==> src/rtl/hzd_pkg.sv <==
package hzd_pkg;

  typedef struct packed {
    logic       reg_wr;
    logic       mem_to_reg;
    logic       mem_rd;
    logic       mem_wr;
    logic       branch;
    logic [1:0] alu_op;
    logic       alu_src;
    logic       reg_dst;
  } idex_ctrl_t;

  localparam int HZ_CTRL_W = $bits(idex_ctrl_t);
  localparam int HZ_NUM_SRC = 2;

endpackage

==> src/rtl/hzd_reg_match.sv <==
module hzd_reg_match #(
  parameter int REG_AW = 5
) (
  input  logic [REG_AW-1:0] src_reg,
  input  logic [REG_AW-1:0] load_dst,
  output logic              hit
);

  logic dst_nonzero;
  logic same_reg;

  always_comb begin
    dst_nonzero = |load_dst;
    same_reg    = (src_reg == load_dst);
    hit         = dst_nonzero & same_reg;
  end

endmodule

==> src/rtl/hzd_bubble_mux.sv <==
module hzd_bubble_mux #(
  parameter int WIDTH = 9
) (
  input  logic             kill,
  input  logic [WIDTH-1:0] ctrl_in,
  output logic [WIDTH-1:0] ctrl_out
);

  for (genvar b = 0; b < WIDTH; b++) begin : g_bit
    assign ctrl_out[b] = ctrl_in[b] & ~kill;
  end

endmodule

==> src/rtl/loaduse_stall_unit.sv <==
module loaduse_stall_unit
  import hzd_pkg::*;
#(
  parameter int REG_AW = 5
) (
  input  logic                 ex_mem_rd,
  input  logic [REG_AW-1:0]    ex_rt,
  input  logic [REG_AW-1:0]    dec_rs,
  input  logic [REG_AW-1:0]    dec_rt,
  input  logic [HZ_CTRL_W-1:0] dec_ctrl,
  output logic                 pc_wr_en,
  output logic                 ifid_wr_en,
  output logic                 bubble_sel,
  output logic [HZ_CTRL_W-1:0] idex_ctrl_o
);

  logic [REG_AW-1:0]     src_regs [HZ_NUM_SRC];
  logic [HZ_NUM_SRC-1:0] src_hit;
  logic                  stall;

  always_comb begin
    src_regs[0] = dec_rs;
    src_regs[1] = dec_rt;
  end

  for (genvar s = 0; s < HZ_NUM_SRC; s++) begin : g_src
    hzd_reg_match #(.REG_AW(REG_AW)) u_match (
      .src_reg  (src_regs[s]),
      .load_dst (ex_rt),
      .hit      (src_hit[s])
    );
  end

  always_comb begin
    stall      = ex_mem_rd & (|src_hit);
    pc_wr_en   = ~stall;
    ifid_wr_en = ~stall;
    bubble_sel = stall;
  end

  hzd_bubble_mux #(.WIDTH(HZ_CTRL_W)) u_bubble (
    .kill     (bubble_sel),
    .ctrl_in  (dec_ctrl),
    .ctrl_out (idex_ctrl_o)
  );

endmodule

==> config.mk <==
export PLATFORM = sky130hd
export DESIGN_NAME = loaduse_stall_unit
export DESIGN_NICKNAME = d
export VERILOG_FILES = /design/src/rtl/hzd_pkg.sv /design/src/rtl/hzd_reg_match.sv /design/src/rtl/hzd_bubble_mux.sv /design/src/rtl/loaduse_stall_unit.sv
export SDC_FILE = /design/constraint.sdc
export NUM_CORES = 1
export LEC_CHECK = 0
export BUFFER_PORTS_ARGS = -buffer_cell sky130_fd_sc_hd__buf_2
export CAP_MARGIN = 10
export CORE_AREA = 3 3 40 42
export DETAILED_ROUTE_END_ITERATION = 12
export DIE_AREA = 0 0 43 45
export GPL_TIMING_DRIVEN = 0
export PLACE_DENSITY_LB_ADDON = 0.12
export SYNTH_ARGS = -nofsm -noshare
export SYNTH_HDL_FRONTEND = slang
export SYNTH_SLANG_ARGS = --single-unit
export TNS_END_PERCENT = 20
==> constraint.sdc <==
create_clock -name vclk -period 1.4
set_clock_uncertainty 0.2 [all_clocks]
set_input_delay 0.07 -clock vclk [all_inputs]
set_output_delay 0.07 -clock vclk [all_outputs]
set_load 0.1 [all_outputs]
# Word level (Yosys, flattened, before mapping)
# Index checks and enable logic that the tools add are counted.
op_classes:
  reduce_logical: 2
  bitwise: 13
  eq_ne: 2
op_table:
  columns: ["cell", "count"]
  rows:
  - ["1-bit AND", 12]
  - ["5-bit equality test", 2]
  - ["5-bit OR reduction", 1]
  - ["2-bit OR reduction", 1]
  - ["1-bit NOT", 1]
word_totals:
  reg_bits: 0

# Logic depth before layout (Yosys ltp)
# Gate-level depths: netlist (run 1).
depth:
  word_depth: 6
  mapped_depth: 6
  depth_no_buf: 4

# By module
# A second synthesis (run 1) with hierarchy kept.
hier_totals:
  hier_cells: 30
  hier_area_um2: 216.5
by_module_without_submodules:
  columns: ["module", "instances", "seq_area_each_um2", "cells_per_inst", "area_each_um2"]
  rows:
  - ["hzd_reg_match", 2, 0.0, 9, 70.1]
  - ["hzd_bubble_mux", 1, 0.0, 9, 56.3]
  - ["loaduse_stall_unit", 1, 0.0, 3, 20.0]

# Worst setup path before layout (run 1)
# No wires, ideal clock.
synth_timing:
  kind: "input-to-output"
  from: "input ex_rt[1]"
  to: "output pc_wr_en"
  required_time_ns: 1.130
  t_arrival_ns: 2.008
  path_stages: 5
  n_path_buf: 2
  path_slack_ns: -0.878
  cell_sequence: "or4_1 o21a_1 buf_6 nand2_1 buf_4"
synth_via:
  elab_chain_cells: 5
  elab_cells_between_ends: 8
  classes_between: "2 x eq/ne; 4 x bitwise; 2 x reduce/logical"
synth_rtl:
  columns: ["element", "line", "text"]
  rows:
  - ["start: declaration", "loaduse_stall_unit.sv:7", "input logic [REG_AW-1:0] ex_rt,"]
  - ["5-bit equality test or 5-bit OR reduction (tied branches)", "hzd_reg_match.sv:14, hzd_reg_match.sv:13", null]
  - ["1-bit AND", "hzd_reg_match.sv:15", "hit = dst_nonzero & same_reg;"]
  - ["2-bit OR reduction *", "loaduse_stall_unit.sv:35", "stall = ex_mem_rd & (|src_hit);"]
  - ["1-bit AND *", "loaduse_stall_unit.sv:35", null]
  - ["1-bit NOT *", null, null]
  - ["end: declaration", "loaduse_stall_unit.sv:11", "output logic pc_wr_en,"]
# Every way passes the cells marked *; elsewhere a longest branch is shown, timed or not.

# Worst setup path in the final report (run 1)
layout_timing:
  from: "input ex_rt[4]"
  to: "output idex_ctrl_o[3]"
layout_via:
  elab_chain_cells: 6
  elab_cells_between_ends: 9
  classes_between: "2 x eq/ne; 5 x bitwise; 2 x reduce/logical"
layout_rtl:
  columns: ["element", "line", "text"]
  rows:
  - ["5-bit equality test or 5-bit OR reduction (tied branches)", "hzd_reg_match.sv:14, hzd_reg_match.sv:13", null]
  - ["1-bit AND", "hzd_reg_match.sv:15", null]
  - ["2-bit OR reduction *", "loaduse_stall_unit.sv:35", null]
  - ["1-bit AND *", "loaduse_stall_unit.sv:35", null]
  - ["1-bit NOT *", "hzd_bubble_mux.sv:10", "assign ctrl_out[b] = ctrl_in[b] & ~kill;"]
  - ["1-bit AND *", "hzd_bubble_mux.sv:10", null]
  - ["end: declaration", "loaduse_stall_unit.sv:14", "output logic [HZ_CTRL_W-1:0] idex_ctrl_o"]
# Marked as above.

==> summary.md, run 1 <==
| Metric | Value |
|---|---|
| Max-cap violation count | 0 |
| Hold Fails Final Rpt | 0 |
| Final WL | 872 um |
| Initial DRC Count | 0 |
| Vias | ~370 |
| Synth Area in Adders | 0 |
| Max-slew violations | 0 |
| Area after DPL | between 500 and 600 um2 |
| P_sw | 0.000240 W |
| Final Net Count | 96 |
| Worst slew pin tran | 207 ps |
| Worst path max stage delay | 520 ps |
| Row count | 13 |
| Mux contribution to synthesized area | 0 |
| Startpoint type of the worst setup path | input pin |
| Critical Path RT | about 1100 ps |
| Logic gate share of total power | 1.000 |
| Crit-path cells | buf_8 -> or4_4 -> o21a_4 -> buf_16 -> a21boi_4 -> buf_12 |
| Mapped Area | 263 um2 |
| Multi-input logic area | 332 um2 |
| Initial antenna violation count | 0 |
| Max_slew headroom | 0.862 |
| Fmax | approximately 580 MHz |
| Filler instances | 104 |
| Overall Power | between 0.0004 and 0.0005 W |
| Area occupied by registers | 0 um2 |
| Slowest stage cell, crit path | or4_4 |
| Io pins | 37 |
| Post-synthesis sequential area ratio | 0 |
| WP buf/inv | 3 |
| Final Wtd Congestion | 0.667 |
| Unrepaired setup endpoints after global routing | yes |
| Main combinational cell family by area after synthesis | compound AO/OA/AOI/OAI gates |
| Initial Util | 0.204 |
| Hold Crit Class | in -> out |
| Post-CTS Setup Bufs | 0 |
| Fin crit period | 1720 ps |
| Top delay family on crit path | simple AND/OR/NAND/NOR gates |
| Kind of critical path | in -> out |
| Total grt overflow | 0 |
| Overall die height | ~45 um |
| Unique masters post-synth | 11 |
| FFs & Latches | 0 |
| PD cells | 530 nW/um2 |
| Switching Fraction | 0.568 |
| Die area | 1940 um2 |
| P_leak | 0.377 nW |
| Gate Count Post-Synth | 31 |
| Final period utilization | 1.23 |
| Syn_nets | between 50 and 60 |
| Post-synthesis xor/xnor area fraction | 0.333 |
| Design area | approximately 800 um2 |
| Setup crit end kind | primary output |
| Layout cell share with drive strength beyond 1 | 0.797 |
| DRC viols | 0 |
| First-pass GRT wire length | 1.50 mm |
| Status | finished with violations |
| Routed Antenna Nets | 0 |
| Drt wl/cell | 10.4 um |
| Width of the die | 43 um |
| Setup WS post-layout | -317 ps |
| Post-synthesis area per instance | between 8 and 9 um2 |
| Overall routing resource usage | 0.0962 |
| Simple-Gate Fraction of Synth Area | 0.138 |
| Total core area | 1280 um2 |
| Area Growth Syn to Fin | 203% |
| Vias in the first global route | 361 |
| CP max FO | 5 |
| Port bufs | 37 |
| Seq pwr share | 0 |
| Largest net degree at the start of global routing | 11 |
| Final-layout clock buffer total | 0 |
| HPWL after DPL | 694 um |
| Internal power | 0.000183 W |
| Diodes inserted | 0 |
| Finish-stage setup viols | 12 |
| Failing checks | negative setup slack |
| Clock share of power | 0 |
| Synth Area in Compound Gates | 0.438 |
| Routed vias/inst | 4.42 |
| Maximum vdd drop | 199 uV |
| TritonRoute pass-1 iters | 1 |
| Worst Path Arrival | roughly 1500 ps |
| Synthesis Warnings | 0 |
## per-layer routing
layer,vias up,global-route usage,part of all wire
li1,183,-,-
met1,164,0.105,0.32
met2,24,0.216,0.57
met3,0,0,0.11
met4,0,0,0
met5,-,0,0
## synth_stat cells
| library cell | number | area (um2) |
|---|---|---|
| xnor2_1 | 10 | 87.6 |
| a21boi_2 | 9 | 101 |
| nand2_1 | 3 | 11.3 |
| nand3_1 | 2 | 10.0 |
| and2_2 | 1 | 7.51 |
| buf_2 | 1 | 5.00 |
| buf_4 | 1 | 7.51 |
| buf_6 | 1 | 11.3 |
| o21a_1 | 1 | 7.51 |
| o22ai_1 | 1 | 6.26 |
| or4_1 | 1 | 7.51 |
## cells in the final DEF, fill, tap and decap left out, drive strengths merged
| cell | count |
|---|---|
| xnor2 | 10 |
| nand3 | 2 |
| a21boi | 9 |
| nand2 | 3 |
| and2 | 1 |
| o21a | 1 |
| buf | 41 |
| o22ai | 1 |
| or4 | 1 |
## kinds of logic after synthesis
kind of cell / count (synthesis)
and+or+nand+nor: 7
xor gates and xnor gates: 10
buffers and inverters: 3
AOI/OAI and AO/OA: 11
## power groups by stage
stage / registers [W] / logic (W) / clock network (W)
6_report: 0 / 0.000423 / 0
2_1_floorplan: 0 / 0.000254 / 0
3_5_place_dp: 0 / 0.000319 / 0
4_1_cts: 0 / 0.000420 / 0
5_1_grt: 0 / 0.000440 / 0
3_3_place_gp: 0 / 0.000319 / 0
## timing repair
| item | 4_1_cts | 5_1_grt |
|---|---|---|
| cloned | 1 | 0 |
| pin swaps | 11 | 2 |
| setup endpoints to repair | 12 | 12 |
| hold buffers | 0 | 0 |
| gates resized for setup | 58 | 3 |
## area by class of cell
| class | count | share of cell area |
|---|---|---|
| multi-input combinational | 28 | 0.416 |
| buffer | 3 | 0.0534 |
| tap | 15 | 0.0235 |
| timing repair buffer | 38 | 0.507 |
## final timing paths
kind                    start        endpoint  slack (ps)  cells past startpoint
setup / recovery     ex_rt[4]  idex_ctrl_o[3]        -320                      6
hold / removal    dec_ctrl[1]  idex_ctrl_o[1]         330                      3
## per-stage QoR
| stage | setup TNS [ps] | util | worst slack [ps] | hold slack [ps] | cells |
|---|---|---|---|---|---|
| after floorplan | -4040 | - | -400 | 158 | 31 |
| after global placement | -6270 | 0.425 | -556 | 439 | 83 |
| after detailed placement | -6200 | 0.425 | -550 | 442 | 83 |
| after CTS | -3590 | 0.609 | -314 | 330 | 84 |
| after global routing | -3540 | 0.620 | -347 | 334 | 84 |
| final | -3240 | 0.620 | -317 | 329 | 84 |
Note: power is estimated with default switching activity, not from simulation.
==> inputs of run 2 (changes only) <==
--- a/config.mk
+++ b/config.mk
@@ -12,6 +12,7 @@
 export DIE_AREA = 0 0 43 45
 export GPL_TIMING_DRIVEN = 0
 export PLACE_DENSITY_LB_ADDON = 0.12
+export REMOVE_ABC_BUFFERS = 1
 export SYNTH_ARGS = -nofsm -noshare
 export SYNTH_HDL_FRONTEND = slang
 export SYNTH_SLANG_ARGS = --single-unit
==> constraint.sdc (replaced) <==
create_clock -name vclk -period 1.75
set_clock_uncertainty 0.2 [all_clocks]
set_input_delay 0.0875 -clock vclk [all_inputs]
set_output_delay 0.0875 -clock vclk [all_outputs]
set_load 0.1 [all_outputs]
==> run 2 against run 1 <==
  * Final cell count rose by 4.8%
  * Highest routed layer unchanged
  * Critical endpoint is now idex_ctrl_o[6]
  * Routed wire length rose by 27%
  * Sequential share of layout area did not move
  * The run now ends clean
  * Die area did not move
  * Via count rose by 2.7%
  * Critical path depth fell by 1
==> summary.md, run 2 (same netlist as run 1, synthesis figures left out) <==
| Metric | Value |
|---|---|
| Overall die height | 45 um (unchanged) |
| Maximum vdd drop | 298 uV (+50%) |
| Initial Util | 0.204 (unchanged) |
| CTS Hold Bufs | 0 (unchanged) |
| Most frequent cells in the layout | 25 x buf_2, 10 x xnor2_1, 9 x buf_12, 9 x buf_4, 6 x a21boi_2 |
| Unrepaired setup endpoints after global routing | yes |
| Slowest stage cell, crit path | or4_4 |
| Max_slew headroom | 0.818 (-0.0439) |
| Final core utilization | 0.548 (-0.0721) |
| Diodes inserted | 0 (unchanged) |
| Overall routing resource usage | 0.100 (+0.00415) |
| Setup crit end kind | primary output |
| TritonRoute pass-1 iters | 1 (unchanged) |
| Worst slew pin tran | 272 ps (+65.8 ps) |
| Worst path max stage delay | 550 ps (+30 ps) |
| Routed vias/inst | 4.33 (-2.0%) |
| Final Net Count | 100 (+4.2%) |
| Most common cell after layout, fill and taps aside | buf_2 |
| Row count | 13 (unchanged) |
| Width of the die | 43 um (unchanged) |
| Area occupied by registers | 0 um2 (unchanged) |
| PD cells | 453 nW/um2 (-15%) |
| Worst Setup EP | idex_ctrl_o[6] |
| Hold Crit Class | in -> out |
| Crit-path cells | buf_2 -> or4_4 -> o21a_4 -> a21boi_2 -> buf_12 |
| Total grt overflow | 0 (unchanged) |
| Final-layout clock buffer total | 0 (unchanged) |
| Worst Path Arrival | 1450 ps (about the same) |
| Vias | 381 (+2.7%) |
| Port bufs | 37 (unchanged) |
| Layout cell share with drive strength beyond 1 | 0.795 (-0.00258) |
| Multi-input logic area | 302 um2 (-9.1%) |
| HPWL after DPL | 734 um (+5.8%) |
| Kind of critical path | in -> out |
| Drt wl/cell | 12.6 um (+21%) |
| P_leak | 0.327 nW (-13%) |
| Area Growth Syn to Fin | 168% |
| Critical Path RT | 1460 ps (+330 ps) |
| Final WL | 1.11 mm (+27%) |
| Finish-stage setup viols | 0 (-12) |
| Design area | 704 um2 (-12%) |
| Overall Power | 0.000319 W (-25%) |
| Max-cap violation count | 0 (unchanged) |
| Vias in the first global route | 377 (+4.4%) |
| Fin crit period | 1730 ps |
| Initial DRC Count | 0 (unchanged) |
| Status | completed |
| CP startpoint | ex_rt[1] |
| Total core area | 1280 um2 (unchanged) |
| DRC viols | 0 (unchanged) |
| Final Wtd Congestion | 0.664 (-0.42%) |
| Initial antenna violation count | 0 (unchanged) |
| Max-slew violations | 0 (unchanged) |
| CP max FO | 6 (+1) |
| Routed Antenna Nets | 0 (unchanged) |
| Io pins | 37 (unchanged) |
| Stages on the worst setup path | 5 (-1) |
| WP buf/inv | 2 (-1) |
| Top delay family on crit path | simple AND/OR/NAND/NOR gates |
| Die area | 1940 um2 (unchanged) |
| Final period utilization | 0.991 |
| FFs & Latches | 0 (unchanged) |
| Largest net degree at the start of global routing | 12 (+1) |
| Startpoint type of the worst setup path | input pin |
| Area after DPL | 443 um2 (-19%) |
| First-pass GRT wire length | 1.57 mm (+5.1%) |
| Filler instances | 113 (+8.7%) |
| Hold Fails Final Rpt | 0 (unchanged) |
| Fmax | around 580 MHz |
## run 2: worst min path at each step
stage / to / startpoint / cells past startpoint / slack [ps]
after floorplan: idex_ctrl_o[0] / dec_ctrl[0] / 1 / 280
after global placement: idex_ctrl_o[1] / dec_ctrl[1] / 3 / 490
after detailed placement: idex_ctrl_o[2] / dec_ctrl[2] / 3 / 490
after CTS: idex_ctrl_o[7] / dec_ctrl[7] / 3 / 370
after global routing: idex_ctrl_o[3] / dec_ctrl[3] / 3 / 380
final: idex_ctrl_o[3] / dec_ctrl[3] / 3 / 370
## run 2: area by class of cell
| class | count | share of cell area |
|---|---|---|
| tap | 15 | 0.0266 |
| multi-input combinational | 29 | 0.428 |
| timing repair buffer | 44 | 0.545 |
## run 2: where the power goes
part | switching, W | total, W | internal (W) | leakage (nW)
combinational | 0.000191 | 0.000319 | 0.000128 | 0.327
sequential | 0 | 0 | 0 | 0
clock | 0 | 0 | 0 | 0
total | 0.000191 | 0.000319 | 0.000128 | 0.327
## run 2: what timing repair did
action	in CTS	in global routing
endpoints found under the setup margin	12	12
setup buffers	0	7
resized for setup	29	20
pin swaps	0	3
cloned	0	1
## run 2: tightest hold or removal path: cells and delay by family
kind	cells	cell delay, ps
buffers and inverters	2	250
AO/OA/AOI/OAI	1	130
## run 2: per-stage QoR
stage	instances	hold WS, ps	worst slack [ps]	setup TNS [ps]
6_report	88	366	15.7	0
5_1_grt	88	378	-24.3	-67.7
4_1_cts	80	372	2.79	0
3_5_place_dp	80	489	-599	-4100
3_3_place_gp	80	490	-620	-4230
2_1_floorplan	28	283	-924	-5570
## run 2: per-layer routing
metal	wire [um]	GRT usage	vias to the layer above
li1	-	-	193
met5	0	0	-
met2	575	0.192	25
met3	163	0.0398	0
met1	366	0.112	163
met4	0	0	0
